<file path="src/rtl/rdt_pkg.sv">
package rdt_pkg;
  localparam int ARRAY_COLS = 668;
  localparam int ARRAY_ROWS = 496;
  localparam int ROW_W      = $clog2(ARRAY_ROWS);
  localparam int COL_W      = $clog2(ARRAY_COLS);
  localparam int HB_W       = 10;
  localparam int VB_W       = 8;
  localparam int PCC_W      = 8;
  localparam int CNT_W      = 16;
  localparam int EDGE_MULT  = 6;
  localparam int EDGE_BIAS  = 2;

  typedef enum logic [2:0] {
    ST_LOAD = 3'd0,
    ST_SOF  = 3'd1,
    ST_LINE = 3'd2,
    ST_HBL  = 3'd3,
    ST_EOF  = 3'd4,
    ST_VBL  = 3'd5
  } rdt_state_e;

  typedef struct packed {
    logic [ROW_W-1:0] row_first;
    logic [ROW_W-1:0] row_count;
    logic [COL_W-1:0] col_first;
    logic [COL_W-1:0] pix_count;
    logic             col_skip;
    logic [CNT_W-1:0] hbl_len;
    logic [VB_W-1:0]  vbl_rows;
    logic [CNT_W-1:0] edge_len;
    logic [CNT_W-1:0] row_len;
  } rdt_frame_cfg_t;
endpackage

</file>
<file path="src/rtl/rdt_cfg_shadow.sv">
module rdt_cfg_shadow
  import rdt_pkg::*;
(
  input  logic                 clk,
  input  logic                 rst_n,
  input  logic                 load_en,
  input  logic [ROW_W-1:0]     row_first_i,
  input  logic [COL_W-1:0]     col_first_i,
  input  logic [ROW_W-1:0]     rows_i,
  input  logic [COL_W-1:0]     cols_i,
  input  logic [HB_W-1:0]      hblank_i,
  input  logic [VB_W-1:0]      vblank_i,
  input  logic [PCC_W-1:0]     pclk_div_i,
  input  logic                 col_skip_i,
  output logic [CNT_W-1:0]     edge_len_d,
  output rdt_frame_cfg_t       cfg_q
);
  localparam logic [ROW_W-1:0] ROW_MAX  = ROW_W'(ARRAY_ROWS - 1);
  localparam logic [COL_W-1:0] COL_MAX  = COL_W'(ARRAY_COLS - 1);
  localparam logic [ROW_W-1:0] ROW_SPAN = ROW_W'(ARRAY_ROWS);
  localparam logic [COL_W-1:0] COL_SPAN = COL_W'(ARRAY_COLS);

  logic [ROW_W-1:0] row_first_c, rows_room, rows_c;
  logic [COL_W-1:0] col_first_c, cols_room, cols_c, pix_c;
  logic [CNT_W-1:0] hbl_c, edge_c;
  rdt_frame_cfg_t   cfg_d;

  // clamp the window into the array
  always_comb begin
    row_first_c = (row_first_i > ROW_MAX) ? ROW_MAX : row_first_i;
    rows_room   = ROW_SPAN - row_first_c;
    if (rows_i == '0)           rows_c = ROW_W'(1);
    else if (rows_i > rows_room) rows_c = rows_room;
    else                        rows_c = rows_i;

    col_first_c = (col_first_i > COL_MAX) ? COL_MAX : col_first_i;
    cols_room   = COL_SPAN - col_first_c;
    if (cols_i == '0)           cols_c = COL_W'(1);
    else if (cols_i > cols_room) cols_c = cols_room;
    else                        cols_c = cols_i;

    pix_c  = col_skip_i ? COL_W'((cols_c + COL_W'(1)) >> 1) : cols_c;
    hbl_c  = (hblank_i == '0) ? CNT_W'(1) : CNT_W'(hblank_i);
    edge_c = CNT_W'(EDGE_MULT) * (CNT_W'(pclk_div_i) + CNT_W'(EDGE_BIAS));
  end

  always_comb begin
    cfg_d.row_first = row_first_c;
    cfg_d.row_count = rows_c;
    cfg_d.col_first = col_first_c;
    cfg_d.pix_count = pix_c;
    cfg_d.col_skip  = col_skip_i;
    cfg_d.hbl_len   = hbl_c;
    cfg_d.vbl_rows  = vblank_i;
    cfg_d.edge_len  = edge_c;
    cfg_d.row_len   = CNT_W'(pix_c) + hbl_c;
  end

  assign edge_len_d = edge_c;

  always_ff @(posedge clk or negedge rst_n) begin
    if (!rst_n)       cfg_q <= '0;
    else if (load_en) cfg_q <= cfg_d;
  end

  AST_CFG_HOLD: assert property (@(posedge clk) disable iff (!rst_n)
    !load_en |=> $stable(cfg_q));
endmodule

</file>
<file path="src/rtl/rdt_step_counter.sv">
module rdt_step_counter #(
  parameter int W = 16
) (
  input  logic         clk,
  input  logic         rst_n,
  input  logic         load,
  input  logic [W-1:0] load_val,
  input  logic         dec,
  output logic [W-1:0] cnt_o,
  output logic         zero_o
);
  logic [W-1:0] cnt_q, cnt_d;

  always_comb begin
    cnt_d = cnt_q;
    if (load)     cnt_d = load_val;
    else if (dec) cnt_d = cnt_q - W'(1);
  end

  always_ff @(posedge clk or negedge rst_n) begin
    if (!rst_n)           cnt_q <= '0;
    else if (load || dec) cnt_q <= cnt_d;
  end

  assign cnt_o  = cnt_q;
  assign zero_o = (cnt_q == '0);

  AST_NO_UNDERFLOW: assert property (@(posedge clk) disable iff (!rst_n)
    (dec && !load) |-> (cnt_q != '0));
endmodule

</file>
<file path="src/rtl/rdt_coord_gen.sv">
module rdt_coord_gen
  import rdt_pkg::*;
(
  input  logic             clk,
  input  logic             rst_n,
  input  logic             frame_start,
  input  logic             row_next,
  input  logic             line_start,
  input  logic             col_next,
  input  logic [ROW_W-1:0] row_first,
  input  logic [COL_W-1:0] col_first,
  input  logic             col_skip,
  output logic [ROW_W-1:0] row_o,
  output logic [COL_W-1:0] col_o
);
  logic [ROW_W-1:0] row_q, row_d;
  logic [COL_W-1:0] col_q, col_d;
  logic [COL_W-1:0] col_step;

  always_comb begin
    col_step = col_skip ? COL_W'(2) : COL_W'(1);
    row_d = row_q;
    if (frame_start)   row_d = row_first;
    else if (row_next) row_d = row_q + ROW_W'(1);
    col_d = col_q;
    if (line_start)    col_d = col_first;
    else if (col_next) col_d = col_q + col_step;
  end

  always_ff @(posedge clk or negedge rst_n) begin
    if (!rst_n) begin
      row_q <= '0;
      col_q <= '0;
    end else begin
      if (frame_start || row_next) row_q <= row_d;
      if (line_start || col_next)  col_q <= col_d;
    end
  end

  assign row_o = row_q;
  assign col_o = col_q;

  AST_ROW_LIMIT: assert property (@(posedge clk) disable iff (!rst_n)
    row_q <= ROW_W'(ARRAY_ROWS - 1));
  AST_COL_LIMIT: assert property (@(posedge clk) disable iff (!rst_n)
    col_q <= COL_W'(ARRAY_COLS - 1));
endmodule

</file>
<file path="src/rtl/sensor_readout_timer.sv">
module sensor_readout_timer
  import rdt_pkg::*;
(
  input  logic             clk,
  input  logic             rst_n,
  input  logic [ROW_W-1:0] cfg_row_first_i,
  input  logic [COL_W-1:0] cfg_col_first_i,
  input  logic [ROW_W-1:0] cfg_rows_i,
  input  logic [COL_W-1:0] cfg_cols_i,
  input  logic [HB_W-1:0]  cfg_hblank_i,
  input  logic [VB_W-1:0]  cfg_vblank_i,
  input  logic [PCC_W-1:0] cfg_pclk_div_i,
  input  logic             cfg_col_skip_i,
  output logic             frame_valid_o,
  output logic             line_valid_o,
  output logic             pixel_valid_o,
  output logic [ROW_W-1:0] row_o,
  output logic [COL_W-1:0] col_o
);
  rdt_state_e       state_q, state_d;
  rdt_frame_cfg_t   cfg_q;
  logic [CNT_W-1:0] edge_len_d;

  logic             cyc_load, cyc_dec, cyc_zero;
  logic [CNT_W-1:0] cyc_val, cyc_cnt;
  logic             rowc_load, rowc_dec, rowc_zero;
  logic [ROW_W-1:0] rowc_val, rowc_cnt;
  logic             frame_start, row_next, line_start, col_next;
  logic             fv_q, lv_q, pv_q, fv_d, lv_d;

  rdt_cfg_shadow u_shadow (
    .clk        (clk),
    .rst_n      (rst_n),
    .load_en    (state_q == ST_LOAD),
    .row_first_i(cfg_row_first_i),
    .col_first_i(cfg_col_first_i),
    .rows_i     (cfg_rows_i),
    .cols_i     (cfg_cols_i),
    .hblank_i   (cfg_hblank_i),
    .vblank_i   (cfg_vblank_i),
    .pclk_div_i (cfg_pclk_div_i),
    .col_skip_i (cfg_col_skip_i),
    .edge_len_d (edge_len_d),
    .cfg_q      (cfg_q)
  );

  rdt_step_counter #(.W(CNT_W)) u_cyc_cnt (
    .clk(clk), .rst_n(rst_n), .load(cyc_load), .load_val(cyc_val),
    .dec(cyc_dec), .cnt_o(cyc_cnt), .zero_o(cyc_zero)
  );

  rdt_step_counter #(.W(ROW_W)) u_row_cnt (
    .clk(clk), .rst_n(rst_n), .load(rowc_load), .load_val(rowc_val),
    .dec(rowc_dec), .cnt_o(rowc_cnt), .zero_o(rowc_zero)
  );

  rdt_coord_gen u_coord (
    .clk        (clk),
    .rst_n      (rst_n),
    .frame_start(frame_start),
    .row_next   (row_next),
    .line_start (line_start),
    .col_next   (col_next),
    .row_first  (cfg_q.row_first),
    .col_first  (cfg_q.col_first),
    .col_skip   (cfg_q.col_skip),
    .row_o      (row_o),
    .col_o      (col_o)
  );

  // next-state logic
  always_comb begin
    state_d     = state_q;
    cyc_load    = 1'b0;
    cyc_dec     = 1'b0;
    cyc_val     = '0;
    rowc_load   = 1'b0;
    rowc_dec    = 1'b0;
    rowc_val    = '0;
    frame_start = 1'b0;
    row_next    = 1'b0;
    line_start  = 1'b0;
    col_next    = 1'b0;
    unique case (state_q)
      ST_LOAD: begin
        state_d  = ST_SOF;
        cyc_load = 1'b1;
        cyc_val  = edge_len_d - CNT_W'(1);
      end
      ST_SOF: begin
        if (cyc_zero) begin
          state_d     = ST_LINE;
          cyc_load    = 1'b1;
          cyc_val     = CNT_W'(cfg_q.pix_count) - CNT_W'(1);
          rowc_load   = 1'b1;
          rowc_val    = cfg_q.row_count - ROW_W'(1);
          frame_start = 1'b1;
          line_start  = 1'b1;
        end else begin
          cyc_dec = 1'b1;
        end
      end
      ST_LINE: begin
        if (cyc_zero) begin
          cyc_load = 1'b1;
          if (rowc_zero) begin
            state_d = ST_EOF;
            cyc_val = cfg_q.edge_len - CNT_W'(1);
          end else begin
            state_d  = ST_HBL;
            cyc_val  = cfg_q.hbl_len - CNT_W'(1);
            rowc_dec = 1'b1;
          end
        end else begin
          cyc_dec  = 1'b1;
          col_next = 1'b1;
        end
      end
      ST_HBL: begin
        if (cyc_zero) begin
          state_d    = ST_LINE;
          cyc_load   = 1'b1;
          cyc_val    = CNT_W'(cfg_q.pix_count) - CNT_W'(1);
          row_next   = 1'b1;
          line_start = 1'b1;
        end else begin
          cyc_dec = 1'b1;
        end
      end
      ST_EOF: begin
        if (cyc_zero) begin
          if (cfg_q.vbl_rows == '0) begin
            state_d = ST_LOAD;
          end else begin
            state_d   = ST_VBL;
            cyc_load  = 1'b1;
            cyc_val   = cfg_q.row_len - CNT_W'(1);
            rowc_load = 1'b1;
            rowc_val  = ROW_W'(cfg_q.vbl_rows) - ROW_W'(1);
          end
        end else begin
          cyc_dec = 1'b1;
        end
      end
      ST_VBL: begin
        if (cyc_zero) begin
          if (rowc_zero) begin
            state_d = ST_LOAD;
          end else begin
            rowc_dec = 1'b1;
            cyc_load = 1'b1;
            cyc_val  = cfg_q.row_len - CNT_W'(1);
          end
        end else begin
          cyc_dec = 1'b1;
        end
      end
      default: state_d = ST_LOAD;
    endcase
    fv_d = (state_d == ST_SOF) || (state_d == ST_LINE) ||
           (state_d == ST_HBL) || (state_d == ST_EOF);
    lv_d = (state_d == ST_LINE);
  end

  // registers
  always_ff @(posedge clk or negedge rst_n) begin
    if (!rst_n) begin
      state_q <= ST_LOAD;
      fv_q    <= 1'b0;
      lv_q    <= 1'b0;
      pv_q    <= 1'b0;
    end else begin
      state_q <= state_d;
      fv_q    <= fv_d;
      lv_q    <= lv_d;
      pv_q    <= lv_d;
    end
  end

  assign frame_valid_o = fv_q;
  assign line_valid_o  = lv_q;
  assign pixel_valid_o = pv_q;

  AST_LV_INSIDE_FV: assert property (@(posedge clk) disable iff (!rst_n)
    lv_q |-> fv_q);
  AST_FV_LEADS_LV: assert property (@(posedge clk) disable iff (!rst_n)
    $rose(lv_q) |-> $past(fv_q));
  AST_FV_TRAILS_LV: assert property (@(posedge clk) disable iff (!rst_n)
    $fell(fv_q) |-> !$past(lv_q));
  AST_COL_STRIDE: assert property (@(posedge clk) disable iff (!rst_n)
    (lv_q && $past(lv_q)) |->
      (col_o == $past(col_o) + (cfg_q.col_skip ? COL_W'(2) : COL_W'(1))));
  AST_ROW_STEP: assert property (@(posedge clk) disable iff (!rst_n)
    ($rose(lv_q) && $past(fv_q) && (state_q == ST_LINE) && !$past(state_q == ST_SOF))
      |-> (row_o == $past(row_o) + ROW_W'(1)));
endmodule

</file>
<file path="config.mk">
export PLATFORM = sky130hd
export DESIGN_NAME = sensor_readout_timer
export DESIGN_NICKNAME = d
export VERILOG_FILES = /design/src/rtl/rdt_pkg.sv /design/src/rtl/rdt_cfg_shadow.sv /design/src/rtl/rdt_step_counter.sv /design/src/rtl/rdt_coord_gen.sv /design/src/rtl/sensor_readout_timer.sv
export SDC_FILE = /design/constraint.sdc
export NUM_CORES = 1
export LEC_CHECK = 0
export ABC_AREA = 0
export BUFFER_PORTS_ARGS = -buffer_cell sky130_fd_sc_hd__buf_2
export CAP_MARGIN = 20
export CORE_AREA = 8 8 192 194
export CTS_CLUSTER_DIAMETER = 150
export DETAILED_ROUTE_END_ITERATION = 8
export DIE_AREA = 0 0 200 202
export PLACE_DENSITY = 0.52
export SETUP_SLACK_MARGIN = 0.15
export SLEW_MARGIN = 20
export SYNTH_ARGS = -nofsm -noshare
export SYNTH_HDL_FRONTEND = slang
export SYNTH_SLANG_ARGS = --single-unit
</file>
<file path="constraint.sdc">
create_clock -name clk -period 4.92 [get_ports clk]
set_clock_uncertainty 0.2 [all_clocks]
set_input_delay 0 -clock clk [delete_from_list [all_inputs] [get_ports clk]]
set_output_delay 0 -clock clk [all_outputs]
set_load 0.01 [all_outputs]
</file>
==> results.json <==
{
  "status": "finished with violations",
  "violations": "negative hold slack, negative setup slack",
  "wl_per_cell_um": 16.5,
  "grt_overflow": 0,
  "crit_top_cell": "nor2_4",
  "cp.required_ns": 5.02,
  "grt_max_degree": 80,
  "root_buffer": "clkbuf_16",
  "timing.critical_path.buf_inv": 2,
  "min_period_over_period_pct": 101,
  "place_area_mm2": 0.0114,
  "worst_slew_pin_slew_ns": 0.798,
  "grtUsageMet2_pct": 25.7,
  "clock-sinks": 128,
  "fillCellCount": 3480,
  "ys_types": 91,
  "grt_first_pass_wirelength_um": 51800,
  "syn_nets": 1379,
  "endpoint": "u_shadow.cfg_q[10]",
  "area_growth_syn_to_layout_pct": 30.5,
  "grt-busiest-layer": "met2",
  "num_rows": 68,
  "vias": 9870,
  "drv_slew": 0,
  "nNetsFinal": 1583,
  "peakVddDrop_mv": 0.327,
  "coreArea_mm2": 0.0339,
  "slowest_stage": "o41a_1",
  "dp_cells": 1811,
  "yosysWarnings": 0,
  "synth_edf_count": 0,
  "r2r_start": "u_row_cnt.cnt_o[0]",
  "crit_type": "input port to flip-flop",
  "setup_viol": 1,
  "ant_nets": 0,
  "synth_seq_cells": 128,
  "hpwlAfterDp_um": 23400,
  "antenna_cells": 0,
  "fin_ws_ns": -0.0662,
  "drt_iter0_drc": 562,
  "drive_gt1_share_pct": 20.2,
  "syn-cell-area_mm2": 0.0100,
  "ys_seq_area_share_pct": 32.0,
  "via_per_inst": 5.12,
  "die_h_um": 202,
  "rr_worst_depth": 10,
  "first_global_vias": 9777,
  "finalHoldViolCount": 11,
  "leakage_nw": 5.78,
  "cellPowerDensity_mw_per_mm2": 427,
  "antenna_found_initial": 0,
  "cp.arrival_ns": 5.08,
  "syn_inst": 1255,
  "cts_buffers": 17,
  "startpoint": "cfg_col_first_i[4]",
  "critPathLaunchType": "input port",
  "cts_tree": "yes",
  "use_met1_pct": 20.8,
  "p_sw_mw": 2.25,
  "clk_pin_slew_ns": 0.07,
  "design_area_mm2": 0.0130,
  "fin_crit_ns": 4.99,
  "r2r_setup_slack_ns": 1.23,
  "synth_top_cell_by_area": "dfrtp_1",
  "post-route-drc-count": 0,
  "slew_headroom_pct": 46.8,
  "rsz0062_at_grt": "yes",
  "max_stage_delay_ns": 0.38,
  "use_met3_pct": 2.64,
  "wirelength_um": 31700,
  "dominantRegCellSynth": "dfrtp_1",
  "place.gp.congestion": 0.892,
  "crit_fanout": 12,
  "reg2reg_to": "u_cyc_cnt.cnt_o[11]",
  "stdcell_count": 1927,
  "portBuffers": 88,
  "worst-path-stages": 28,
  "swShare_pct": 40.3,
  "die-area_mm2": 0.0404,
  "initial_core_util_pct": 29.5,
  "cp_top_family": "simple AND/OR/NAND/NOR gates",
  "synthTopCellsByCount": "223 x nand2_1, 128 x dfrtp_1, 120 x nor2_1",
  "die_x_um": 200,
  "synth_most_common_cell": "nand2_1",
  "async_flop_share_pct": 100,
  "crit_path_end_kind": "flip-flop",
  "first_pass_iters": 5,
  "yosysTopAreaCellShare_pct": 32.0,
  "timing.fmax_mhz": 201,
  "intPower_mw": 3.33,
  "hold_slack_ns": -0.0408,
  "p_comb_share_pct": 41.9,
  "synth_area_leaders": "dfrtp_1 32%, nand2_1 8.4%, ha_1 6.9%, xnor2_1 5.2%, nor2_1 4.5%",
  "maxCapViolCount": 0,
  "pin_count": 89,
  "hp-class": "input port to async pin",
  "cts_max_path_buffers": 2,
  "htreeDepth": 4,
  "worstSkewPairLatency_ns": 0.43,
  "power_frac_seq_pct": 33.6,
  "synth_area_per_cell_um2": 7.97,
  "grt_use_total_pct": 15.7,
  "p_clk_share_pct": 24.5
}
[through the flow]
stage                     worst slack [ns]  power, mW  setup TNS [ns]  util (%)  hold WS (ns)
after CTS                           0.0339       5.55               0      38.1        0.0157
after floorplan                     -0.626       3.29           -3.02         -        -0.496
after global placement              -0.573       4.02           -2.91      33.7        -0.103
final                              -0.0662       5.58         -0.0662      38.4       -0.0408
after global routing                -0.312       5.96           -1.06      38.4        0.0543
after detailed placement            -0.721       4.05           -4.13      33.7        -0.106
[cell usage in the layout (no fill, tap or decap), types with 49 or more instances in the layout]
| cell | Yosys | layout |
|---|---|---|
| dfrtp_1 | 128 | 128 |
| xnor2_1 | 59 | 54 |
| dlygate4sd3_1 | 0 | 62 |
| buf_4 | 2 | 93 |
| ha_1 | 55 | 49 |
| a21oi_1 | 60 | 55 |
| buf_2 | 12 | 85 |
| inv_1 | 53 | 51 |
| o21ai_0 | 79 | 69 |
| nand2_1 | 223 | 220 |
| nor2_1 | 120 | 113 |
[power by group through the flow]
| stage | combinational, mW | sequential [mW] | clock [mW] |
|---|---|---|---|
| 5_1_grt | 2.59 | 1.93 | 1.43 |
| 3_3_place_gp | 2.15 | 1.87 | 0 |
| 3_5_place_dp | 2.17 | 1.88 | 0 |
| 6_report | 2.34 | 1.87 | 1.37 |
| 2_1_floorplan | 1.54 | 1.75 | 0 |
| 4_1_cts | 2.29 | 1.87 | 1.39 |
[repair_timing]
item	CTS	global route
hold endpoints to repair	135	0
buffers inserted	20	2
gates resized for setup	17	24
pin swaps	22	8
setup endpoints to repair	7	7
hold buffers	62	0
[per-layer routing]
layer  up-vias  share of wire [%]
li1       4895                  -
met1      4744                 47
met2       188                 47
met3        43                3.6
met4         0                2.1
met5         -                  0
[kinds of logic (layout without fill, tap and decap cells)]
family / Yosys count / in the layout / share of synthesized area (%)
multiplexers: 21 / 21 / 2.23
adder cells (fa/ha/maj): 57 / 57 / 7.28
flip-flops: 128 / 128 / 32.0
AO/OA/AOI/OAI: 299 / 299 / 20.3
buffers and inverters: 117 / 334 / 4.69
AND/OR/NAND/NOR: 542 / 542 / 25.3
XOR/XNOR: 91 / 91 / 8.11
[registers in the layout, summed over array words and instances (netlist names)]
name	cells
u_coord.col_o	10
frame_valid_o	1
u_row_cnt.cnt_o	9
state_q	3
u_cyc_cnt.cnt_o	16
u_shadow.cfg_q	79
pixel_valid_o	1
u_coord.row_o	9
[cell type report]
class                           instances  area [um2]  share of cell area, %
Multi-Input combinational cell       1010        6620                   50.7
Tap cell                              455         569                   4.36
Clock buffer                           20         447                   3.42
Sequential cell                       128        3200                   24.5
Clock inverter                         12         184                   1.41
Inverter                               55         206                   1.58
Timing Repair Buffer                  247        1820                   14.0
[worst min-delay path by stage]
stage | slack [ns] | cells past startpoint | to | from
after floorplan | -0.50 | 0 | frame_valid_o | rst_n
after global placement | -0.10 | 1 | u_shadow.cfg_q[82] | rst_n
after detailed placement | -0.11 | 1 | u_shadow.cfg_q[82] | rst_n
after CTS | 0.02 | 5 | u_shadow.cfg_q[64] | cfg_cols_i[8]
after global routing | 0.05 | 2 | u_shadow.cfg_q[82] | rst_n
final | -0.04 | 2 | u_shadow.cfg_q[82] | rst_n
Power figures use the tool's default switching activity.
